$ cat src/rtl/stt_pkg.sv
package stt_pkg;
  localparam int unsigned WORD_W = 16;

  typedef enum logic [2:0] {
    A_SID  = 3'd0,
    A_OP   = 3'd1,
    A_VLD  = 3'd2,
    A_DAT0 = 3'd3,
    A_DAT1 = 3'd4
  } reg_addr_e;

  localparam logic [2:0] OPC_LOAD = 3'b011;
  localparam logic [2:0] OPC_NEXT = 3'b101;

  typedef enum logic [1:0] {
    S_IDLE,
    S_LOAD,
    S_SCAN
  } ctl_state_e;
endpackage

$ cat src/rtl/stt_store.sv
module stt_store #(
  parameter int unsigned SID_W = 6,
  parameter int unsigned STW   = 22
) (
  input  logic             clk,
  input  logic             rst_n,
  input  logic             we,
  input  logic [SID_W-1:0] waddr,
  input  logic             wvalid,
  input  logic [STW-1:0]   wstate,
  input  logic [SID_W-1:0] raddr,
  output logic             rvalid,
  output logic [STW-1:0]   rstate
);
  localparam int unsigned ENTRIES = 1 << SID_W;

  logic [ENTRIES-1:0] vld_q, vld_d;
  logic [STW-1:0]     st_q [ENTRIES];

  always_comb begin
    vld_d = vld_q;
    if (we) vld_d[waddr] = wvalid;
  end

  always_ff @(posedge clk or negedge rst_n) begin
    if (!rst_n) vld_q <= '0;
    else        vld_q <= vld_d;
  end

  always_ff @(posedge clk) begin
    if (we && wvalid) st_q[waddr] <= wstate;
  end

  assign rvalid = vld_q[raddr];
  assign rstate = st_q[raddr];

  // a purge leaves the addressed record absent
  assert_purge_clears_R4: assert property (@(posedge clk) disable iff (!rst_n)
    (we && !wvalid) |=> !vld_q[$past(waddr)]);
  // a load marks the addressed record present
  assert_load_sets_R3: assert property (@(posedge clk) disable iff (!rst_n)
    (we && wvalid) |=> vld_q[$past(waddr)]);
endmodule

$ cat src/rtl/stt_scan.sv
module stt_scan #(
  parameter int unsigned SID_W = 6
) (
  input  logic             clk,
  input  logic             rst_n,
  input  logic             start,
  input  logic [SID_W-1:0] start_sid,
  input  logic             ent_valid,
  output logic [SID_W-1:0] rd_idx,
  output logic             done,
  output logic             hit,
  output logic [SID_W-1:0] res_sid
);
  logic             active_q, active_d;
  logic [SID_W:0]   cur_q, cur_d;

  assign rd_idx  = cur_q[SID_W-1:0];
  assign hit     = active_q && !cur_q[SID_W] && ent_valid;
  assign done    = active_q && (cur_q[SID_W] || ent_valid);
  assign res_sid = hit ? cur_q[SID_W-1:0] : '1;

  always_comb begin
    active_d = active_q;
    cur_d    = cur_q;
    if (start) begin
      active_d = 1'b1;
      cur_d    = {1'b0, start_sid} + 1'b1;
    end else if (active_q) begin
      if (done) active_d = 1'b0;
      else      cur_d    = cur_q + 1'b1;
    end
  end

  always_ff @(posedge clk or negedge rst_n) begin
    if (!rst_n) begin
      active_q <= 1'b0;
      cur_q    <= '0;
    end else begin
      active_q <= active_d;
      cur_q    <= cur_d;
    end
  end

  // each cycle without a result advances the cursor by exactly one
  assert_cursor_step_R7: assert property (@(posedge clk) disable iff (!rst_n)
    (active_q && !done) |=> (active_q && cur_q == $past(cur_q) + 1'b1));
  // a scan ends no later than one step past the top identifier
  assert_cursor_bound_R6: assert property (@(posedge clk) disable iff (!rst_n)
    active_q |-> (cur_q <= (SID_W+1)'(1 << SID_W)));
endmodule

$ cat src/rtl/stt_table.sv
module stt_table #(
  parameter int unsigned NPORTS = 11,
  parameter int unsigned SID_W  = 6
) (
  input  logic        clk,
  input  logic        rst_n,
  input  logic        wr_en,
  input  logic [2:0]  addr,
  input  logic [15:0] wdata,
  output logic [15:0] rdata
);
  import stt_pkg::*;

  localparam int unsigned STW  = 2 * NPORTS;
  localparam int unsigned DW   = 2 * WORD_W;

  logic [1:0]       rst_sync_q;
  logic             rst_int_n;
  ctl_state_e       state_q, state_d;
  logic [SID_W-1:0] sid_q, sid_d;
  logic             vld_q, vld_d;
  logic [STW-1:0]   dat_q, dat_d;
  logic [2:0]       opc_q, opc_d;
  logic             busy, start_wr, go_load, go_next;
  logic             st_rvalid, scan_done, scan_hit;
  logic [STW-1:0]   st_rstate;
  logic [SID_W-1:0] scan_idx, scan_sid;
  logic [DW-1:0]    dat_ext;

  always_ff @(posedge clk or negedge rst_n) begin
    if (!rst_n) rst_sync_q <= 2'b00;
    else        rst_sync_q <= {rst_sync_q[0], 1'b1};
  end
  assign rst_int_n = rst_sync_q[1];

  assign busy     = (state_q != S_IDLE);
  assign start_wr = wr_en && !busy && (addr == A_OP) && wdata[15];
  assign go_load  = start_wr && (wdata[14:12] == OPC_LOAD);
  assign go_next  = start_wr && (wdata[14:12] == OPC_NEXT);

  always_comb begin
    state_d = state_q;
    sid_d   = sid_q;
    vld_d   = vld_q;
    dat_d   = dat_q;
    opc_d   = opc_q;
    case (state_q)
      S_IDLE: begin
        if (wr_en) begin
          if (addr == A_SID) sid_d = wdata[SID_W-1:0];
          if (addr == A_VLD) vld_d = wdata[0];
          for (int b = 0; b < STW; b++) begin
            if ((b < WORD_W) ? (addr == A_DAT0) : (addr == A_DAT1))
              dat_d[b] = wdata[b % WORD_W];
          end
        end
        if (go_load) begin
          state_d = S_LOAD;
          opc_d   = OPC_LOAD;
        end else if (go_next) begin
          state_d = S_SCAN;
          opc_d   = OPC_NEXT;
        end
      end
      S_LOAD: state_d = S_IDLE;
      S_SCAN: begin
        if (scan_done) begin
          state_d = S_IDLE;
          sid_d   = scan_sid;
          vld_d   = scan_hit;
          if (scan_hit) dat_d = st_rstate;
        end
      end
      default: state_d = S_IDLE;
    endcase
  end

  always_ff @(posedge clk or negedge rst_int_n) begin
    if (!rst_int_n) begin
      state_q <= S_IDLE;
      sid_q   <= '0;
      vld_q   <= 1'b0;
      dat_q   <= '0;
      opc_q   <= '0;
    end else begin
      state_q <= state_d;
      sid_q   <= sid_d;
      vld_q   <= vld_d;
      dat_q   <= dat_d;
      opc_q   <= opc_d;
    end
  end

  stt_store #(.SID_W(SID_W), .STW(STW)) u_store (
    .clk    (clk),
    .rst_n  (rst_int_n),
    .we     (state_q == S_LOAD),
    .waddr  (sid_q),
    .wvalid (vld_q),
    .wstate (dat_q),
    .raddr  (scan_idx),
    .rvalid (st_rvalid),
    .rstate (st_rstate)
  );

  stt_scan #(.SID_W(SID_W)) u_scan (
    .clk       (clk),
    .rst_n     (rst_int_n),
    .start     (go_next),
    .start_sid (sid_q),
    .ent_valid (st_rvalid),
    .rd_idx    (scan_idx),
    .done      (scan_done),
    .hit       (scan_hit),
    .res_sid   (scan_sid)
  );

  always_comb begin
    dat_ext            = '0;
    dat_ext[STW-1:0]   = dat_q;
    rdata              = '0;
    case (addr)
      A_SID:   rdata[SID_W-1:0] = sid_q;
      A_OP:    rdata = {busy, opc_q, 12'h000};
      A_VLD:   rdata[0] = vld_q;
      A_DAT0:  rdata = dat_ext[WORD_W-1:0];
      A_DAT1:  rdata = dat_ext[DW-1:WORD_W];
      default: rdata = '0;
    endcase
  end

  // load/purge holds busy for exactly one cycle
  assert_load_one_cycle_R3: assert property (@(posedge clk) disable iff (!rst_int_n)
    ($rose(busy) && state_q == S_LOAD) |=> !busy);
  // a scan without a result leaves identifier all-ones and presence clear
  assert_miss_result_R6: assert property (@(posedge clk) disable iff (!rst_int_n)
    (scan_done && !scan_hit) |=> (sid_q == '1 && !vld_q && $stable(dat_q)));
  // a scan result is a present record above the start identifier
  assert_hit_above_R5: assert property (@(posedge clk) disable iff (!rst_int_n)
    (scan_done && scan_hit) |=> (vld_q && sid_q > $past(sid_q)));
  // host writes do not disturb registers while busy
  assert_busy_ignores_R8: assert property (@(posedge clk) disable iff (!rst_int_n)
    (busy && !scan_done) |=> ($stable(sid_q) && $stable(dat_q) && $stable(vld_q)));
endmodule

$ cat config.mk
export PLATFORM = sky130hd
export DESIGN_NAME = stt_table
export DESIGN_NICKNAME = d
export VERILOG_FILES = /design/src/rtl/stt_pkg.sv /design/src/rtl/stt_store.sv /design/src/rtl/stt_scan.sv /design/src/rtl/stt_table.sv
export SDC_FILE = /design/constraint.sdc
export NUM_CORES = 1
export LEC_CHECK = 0
export BUFFER_PORTS_ARGS = -buffer_cell sky130_fd_sc_hd__buf_2
export CORE_ASPECT_RATIO = 1.4
export CORE_MARGIN = 2
export CORE_UTILIZATION = 50
export DETAILED_ROUTE_END_ITERATION = 7
export PLACE_DENSITY = 0.76
export REMOVE_ABC_BUFFERS = 1
export SKIP_CTS_REPAIR_TIMING = 1
export SLEW_MARGIN = 10
export SYNTH_ARGS = -nofsm -noshare
export SYNTH_HDL_FRONTEND = slang
export SYNTH_SLANG_ARGS = --single-unit
$ cat constraint.sdc
create_clock -name clk -period 6.06 [get_ports clk]
set_clock_uncertainty 0.2 [all_clocks]
set_input_delay 0.606 -clock clk [delete_from_list [all_inputs] [get_ports clk]]
set_output_delay 0.606 -clock clk [all_outputs]
set_load 0.05 [all_outputs]
# Word-level counts from Yosys, hierarchy flattened
# Memories as Yosys holds them, arrays and structs flattened.
# Cells that the tools add are included.
# totals
regBits	108
ram_bits	1408
output_inout_bits	16
word_cells	116
mem_count	1
# classes
addsub	2
magnitude_cmp	3
n_eq_ne	17
muxes	57
reduce_logical	26
# mem_list
memory	depth	width	read_ports	rd_clocked_by_memory_dff	write_ports	line	text
u_store.st_q	64	22	1	0	1	stt_store.sv:18	logic [STW-1:0] st_q [ENTRIES];
# op_table
operator	n
$mux W22	3
$bwmux W64	1
$pmux W22 S2	1
$mux W1	32
$mux W6	4
$mux W7	3
$pmux W10 S2	1
$ne A2 B2 Y1 const B	8
$pmux W5 S3	1
$lt A6 B7 Y1 const B	2
$pmux W6 S2	1
$logic_and A1 B1 Y1	10
$reduce_and A5 Y1	2
$eq A3 B2 Y1 const B	3
$reduce_and A4 Y1	2
$reduce_bool A2 Y1	4
$add A6 B1 Y7 const B	1
$add A7 B1 Y7 const B	1
$bmux W1 S6	1
$demux W1 S6	1
$eq A3 B3 Y1 const B	2
$ge A6 B1 Y1 const B	1
$mux W2	3
$mux W3	2
other kinds (12)	15

# Depth between registers and ports, before layout
# depth
depth_word	9
depth_mapped	13
mapped_depth_nobuf	9

# By module
# From an unflattened synthesis, not the netlist that was laid out.
# hier_totals
cells_unflattened	3056
area_unflattened_um2	60331.6
# modules_own_cells
module	n_inst	cells_each	area_each_um2	seq_area_each_um2
stt_store	1	2820	57579.0	43882.1
stt_table	1	163	2094.5	900.9
stt_scan	1	73	658.1	200.2

# Worst setup path after synthesis
# No wires, ideal clock.
# synth_path
path_type	reg-to-output
from	reg dat_q[16]
to	out rdata[0]
t_arrival_ns	2.325
required_time_ns	5.254
slack_ns	2.929
path_stages_with_launch	3
n_path_buf	0
cell_sequence	dfrtp_1 -> mux2i_1 -> o21ai_0
# synth_via
elab_chain_cells	1
# synth_lines
element	line	text
from (decl)	stt_table.sv:22	logic [STW-1:0] dat_q, dat_d;
from (signal assigned)	stt_table.sv:89	dat_q <= dat_d;
$pmux W1 S4	stt_table.sv:122	case (addr)
to (decl)	stt_table.sv:10	output logic [15:0] rdata
# No other way between the ends.

# Final worst setup path
# layout_path
from	reg u_scan.cur_q[0]
to	reg dat_q[9]
# layout_via
elab_chain_cells	6
# layout_lines
element	line	text
from (decl)	stt_scan.sv:15	logic [SID_W:0] cur_q, cur_d;
from (signal assigned)	stt_scan.sv:40	cur_q <= cur_d;
$bmux W1 S6	stt_store.sv:34	assign rvalid = vld_q[raddr];
$mux W1 (implied by the code)	stt_store.sv:34	
$logic_or A1 B1 Y1	stt_scan.sv:19	assign done = active_q && (cur_q[SID_W] || ent_valid);
$logic_and A1 B1 Y1	stt_scan.sv:19	
$ne A2 B2 Y1 (no line)	-	
$reduce_and A5 Y1 (no line)	-	
# Parallel ways exist; a longest one is shown, timed or not. The select of a mux whose other input is x is not followed.
# A chain may end at the register's enable or synchronous reset.

==> results.json <==
{
  "status": "finished, final reports clean",
  "synth_edf_count": 1408,
  "cts_root_buf": "clkbuf_16",
  "antenna_left": 0,
  "max_cap_viol_count": 0,
  "crit_required_ps": 6500,
  "cts_max_level": 4,
  "dp.cells": 4311,
  "areaGrowthSynthToFinish_pct": 11.3,
  "crit_path_frequent_cell": "mux4_2",
  "initial_core_util": 0.504,
  "grt.overflow.total": 0,
  "synth_flop_cell": "edfxtp_1",
  "hold_viol_final": 0,
  "layout.nets": 2888,
  "hold_class": "input pin to flop",
  "cpMaxStageDelayCell": "dfrtp_4",
  "critPathTopFamily": "multiplexers",
  "use_met3": 0.0503,
  "drt_iter0_drc": 3904,
  "wl_per_cell_um": 33.2,
  "finalCritPeriodShare": 0.733,
  "clk_latency_ps": 760,
  "grt_pass1_wl_mm": 216,
  "die_x_um": 295,
  "syn_area_mm2": 0.0594,
  "cts_buffer_depth": 3,
  "first_global_vias": 30400,
  "grt_usage": 0.253,
  "io_buffer_count": 37,
  "avgSynthCellArea_um2": 21.6,
  "crit_chain": "buf_4 -> mux4_2 -> mux4_2 -> nor2_1 -> nor4_1 -> a21oi_1 -> o21ai_0 -> mux2_2",
  "synthArstFlopShare": 0.0712,
  "hpwl_mm": 84.2,
  "post-route-min-period_ps": 4440,
  "p_leak_nw": 21.0,
  "ys_ff_latch": 1516,
  "top_usage_layer": "met2",
  "criticalPathCategory": "flop to flop",
  "power_mw": 31.2,
  "drive_gt1_frac": 0.297,
  "synth.distinct_cells": 56,
  "routed_via_density": 6.53,
  "tightestPinTransition_ps": 1130,
  "yosysWarnings": 0,
  "crit_path_start_kind": "flop",
  "rows": 149,
  "first_pass_iters": 7,
  "grt_max_degree": 111,
  "fin_cells": 4553,
  "critPathMaxStageDelay_ps": 1030,
  "crit_buf_inv": 1,
  "vdd_drop_max_v": 0.000377,
  "hold_ws_ps": 88.9,
  "clk_transition_reported_paths_ps": 70,
  "coreArea_mm2": 0.118,
  "dieHeight_um": 412,
  "drc": 0,
  "synthCells": 2749,
  "rsz0062_at_grt": "false",
  "end_kind": "flop",
  "antenna_found_initial": 11,
  "wirelength_mm": 151,
  "max_slew_margin": 0.248,
  "cp_max_fo": 41,
  "num_vias": 29700,
  "drv_slew": 0,
  "grt_use_met2": 0.416,
  "die_area_mm2": 0.122,
  "layout_setup_ws_ps": 1620,
  "cts_buffers": 133,
  "yosysSeqAreaShare": 0.757,
  "fmax_mhz": 225,
  "cp.arrival_ps": 4890,
  "gp_congestion": 0.949,
  "dp_slack_ps": 1750,
  "setup_viol": 0,
  "powerDensity_mw_per_mm2": 471,
  "cts_tree": "done",
  "use_met1": 0.309,
  "cts_sinks": 1516,
  "io_pins": 38
}
-- cell type report --
type / count / area, um2
diodes: 2 / 5.00
clock buffers: 171 / 3640
clock inverters: 65 / 624
fillers: 8394 / 51600
inverters: 6 / 22.5
multi-input cells: 1056 / 13700
flip-flops and latches: 1516 / 45000
well taps: 1585 / 1980
repair buffers: 152 / 1130
-- metrics by stage --
| step | area (um2) | TNS, ps | utilization |
|---|---|---|---|
| 6_report | 66200 | 0 | 0.562 |
| 5_1_grt | 66200 | 0 | 0.562 |
| 4_1_cts | 66100 | 0 | 0.561 |
| 3_5_place_dp | 61900 | 0 | 0.525 |
| 3_3_place_gp | 61900 | 0 | 0.525 |
| 2_1_floorplan | 58500 | -425460 | - |
-- per-layer routing --
metal / vias to the layer above / part of all wire / routed length, um
met5: - / 0.00037 / 56
met4: 8 / 0.070 / 10600
met3: 448 / 0.094 / 14200
met2: 1958 / 0.50 / 75500
met1: 15600 / 0.34 / 50900
li1: 11700 / - / -
-- worst min-delay path: cells and delay by family --
family	cells	cell delay, ps
AO/OA/AOI/OAI	2	260
buffers and inverters	1	140
-- final timing paths --
| path | from | endpoint | slack, ps | cells after the start |
|---|---|---|---|---|
| worst min register to register | rst_sync_q[1] | u_store.vld_q[46] | 100 | 0 |
| worst max register to register | u_scan.cur_q[0] | dat_q[9] | 1620 | 8 |
| worst min-delay path | addr[1] | vld_q | 90 | 3 |
| min in group asynchronous | rst_sync_q[1] | u_store.vld_q[46] | 100 | 0 |
| max in group asynchronous | rst_sync_q[1] | u_scan.cur_q[2] | 4030 | 1 |
| worst max-delay path | u_scan.cur_q[0] | dat_q[9] | 1620 | 8 |
-- layout by cell type, fill, tap and decap left out, types with 16 or more instances in the layout --
cell	instances
edfxtp_1	1408
mux4_2	408
clkbuf_16	140
o21ai_0	106
buf_4	105
dfrtp_1	81
mux2i_1	52
nor2_2	52
nor2_1	47
o31ai_1	39
nor2b_1	37
buf_2	37
nand2_1	33
mux2_2	32
a21oi_1	31
clkbuf_1	29
o22ai_1	26
a211o_1	25
clkinv_1	23
dfrtp_2	22
a211oi_1	20
a31oi_1	16
clkinv_2	16
-- cells in the mapped netlist, types with 21 or more instances --
cell      instances  share of area
mux4_2          408           0.15
clkbuf_1         88         0.0056
a211o_1          25         0.0037
o22ai_1          26         0.0027
nor2_1          111         0.0070
mux2_2           32         0.0061
buf_1            21         0.0013
a21oi_1          31         0.0026
buf_2            29         0.0024
nor2b_1          38         0.0040
o31ai_1          39         0.0049
mux2i_1          52         0.0088
dfrtp_1         108          0.045
edfxtp_1       1408           0.71
o21ai_0         106         0.0089
nand2_1          33         0.0021
-- sequential cells by signal (all words and copies together) (netlist names) --
signal,flops
u_store.st_q,1408
u_store.vld_q,64
dat_q,22
u_scan.cur_q,7
sid_q,6
opc_q,3
rst_sync_q,2
state_q,2
u_scan.active_q,1
vld_q,1
-- logic make-up after synthesis --
group / after synthesis / synth area share
buffers and inverters: 177 / 0.0157
AO/OA/AOI/OAI: 282 / 0.0299
multiplexers: 504 / 0.175
XOR/XNOR: 5 / 0.000737
other: 1 / 0.0000631
AND/OR/NAND/NOR: 263 / 0.0219
adder cells (fa/ha/maj): 1 / 0.000210
flip-flops: 1516 / 0.757
-- power by group --
| group | leakage [nW] | internal (mW) | total (mW) | switching [mW] |
|---|---|---|---|---|
| clock network | 2.07 | 4.72 | 8.40 | 3.68 |
| registers | 14.1 | 13.0 | 13.5 | 0.515 |
| logic | 4.89 | 3.48 | 9.22 | 5.74 |
Note: power is estimated with default switching activity, not from simulation.
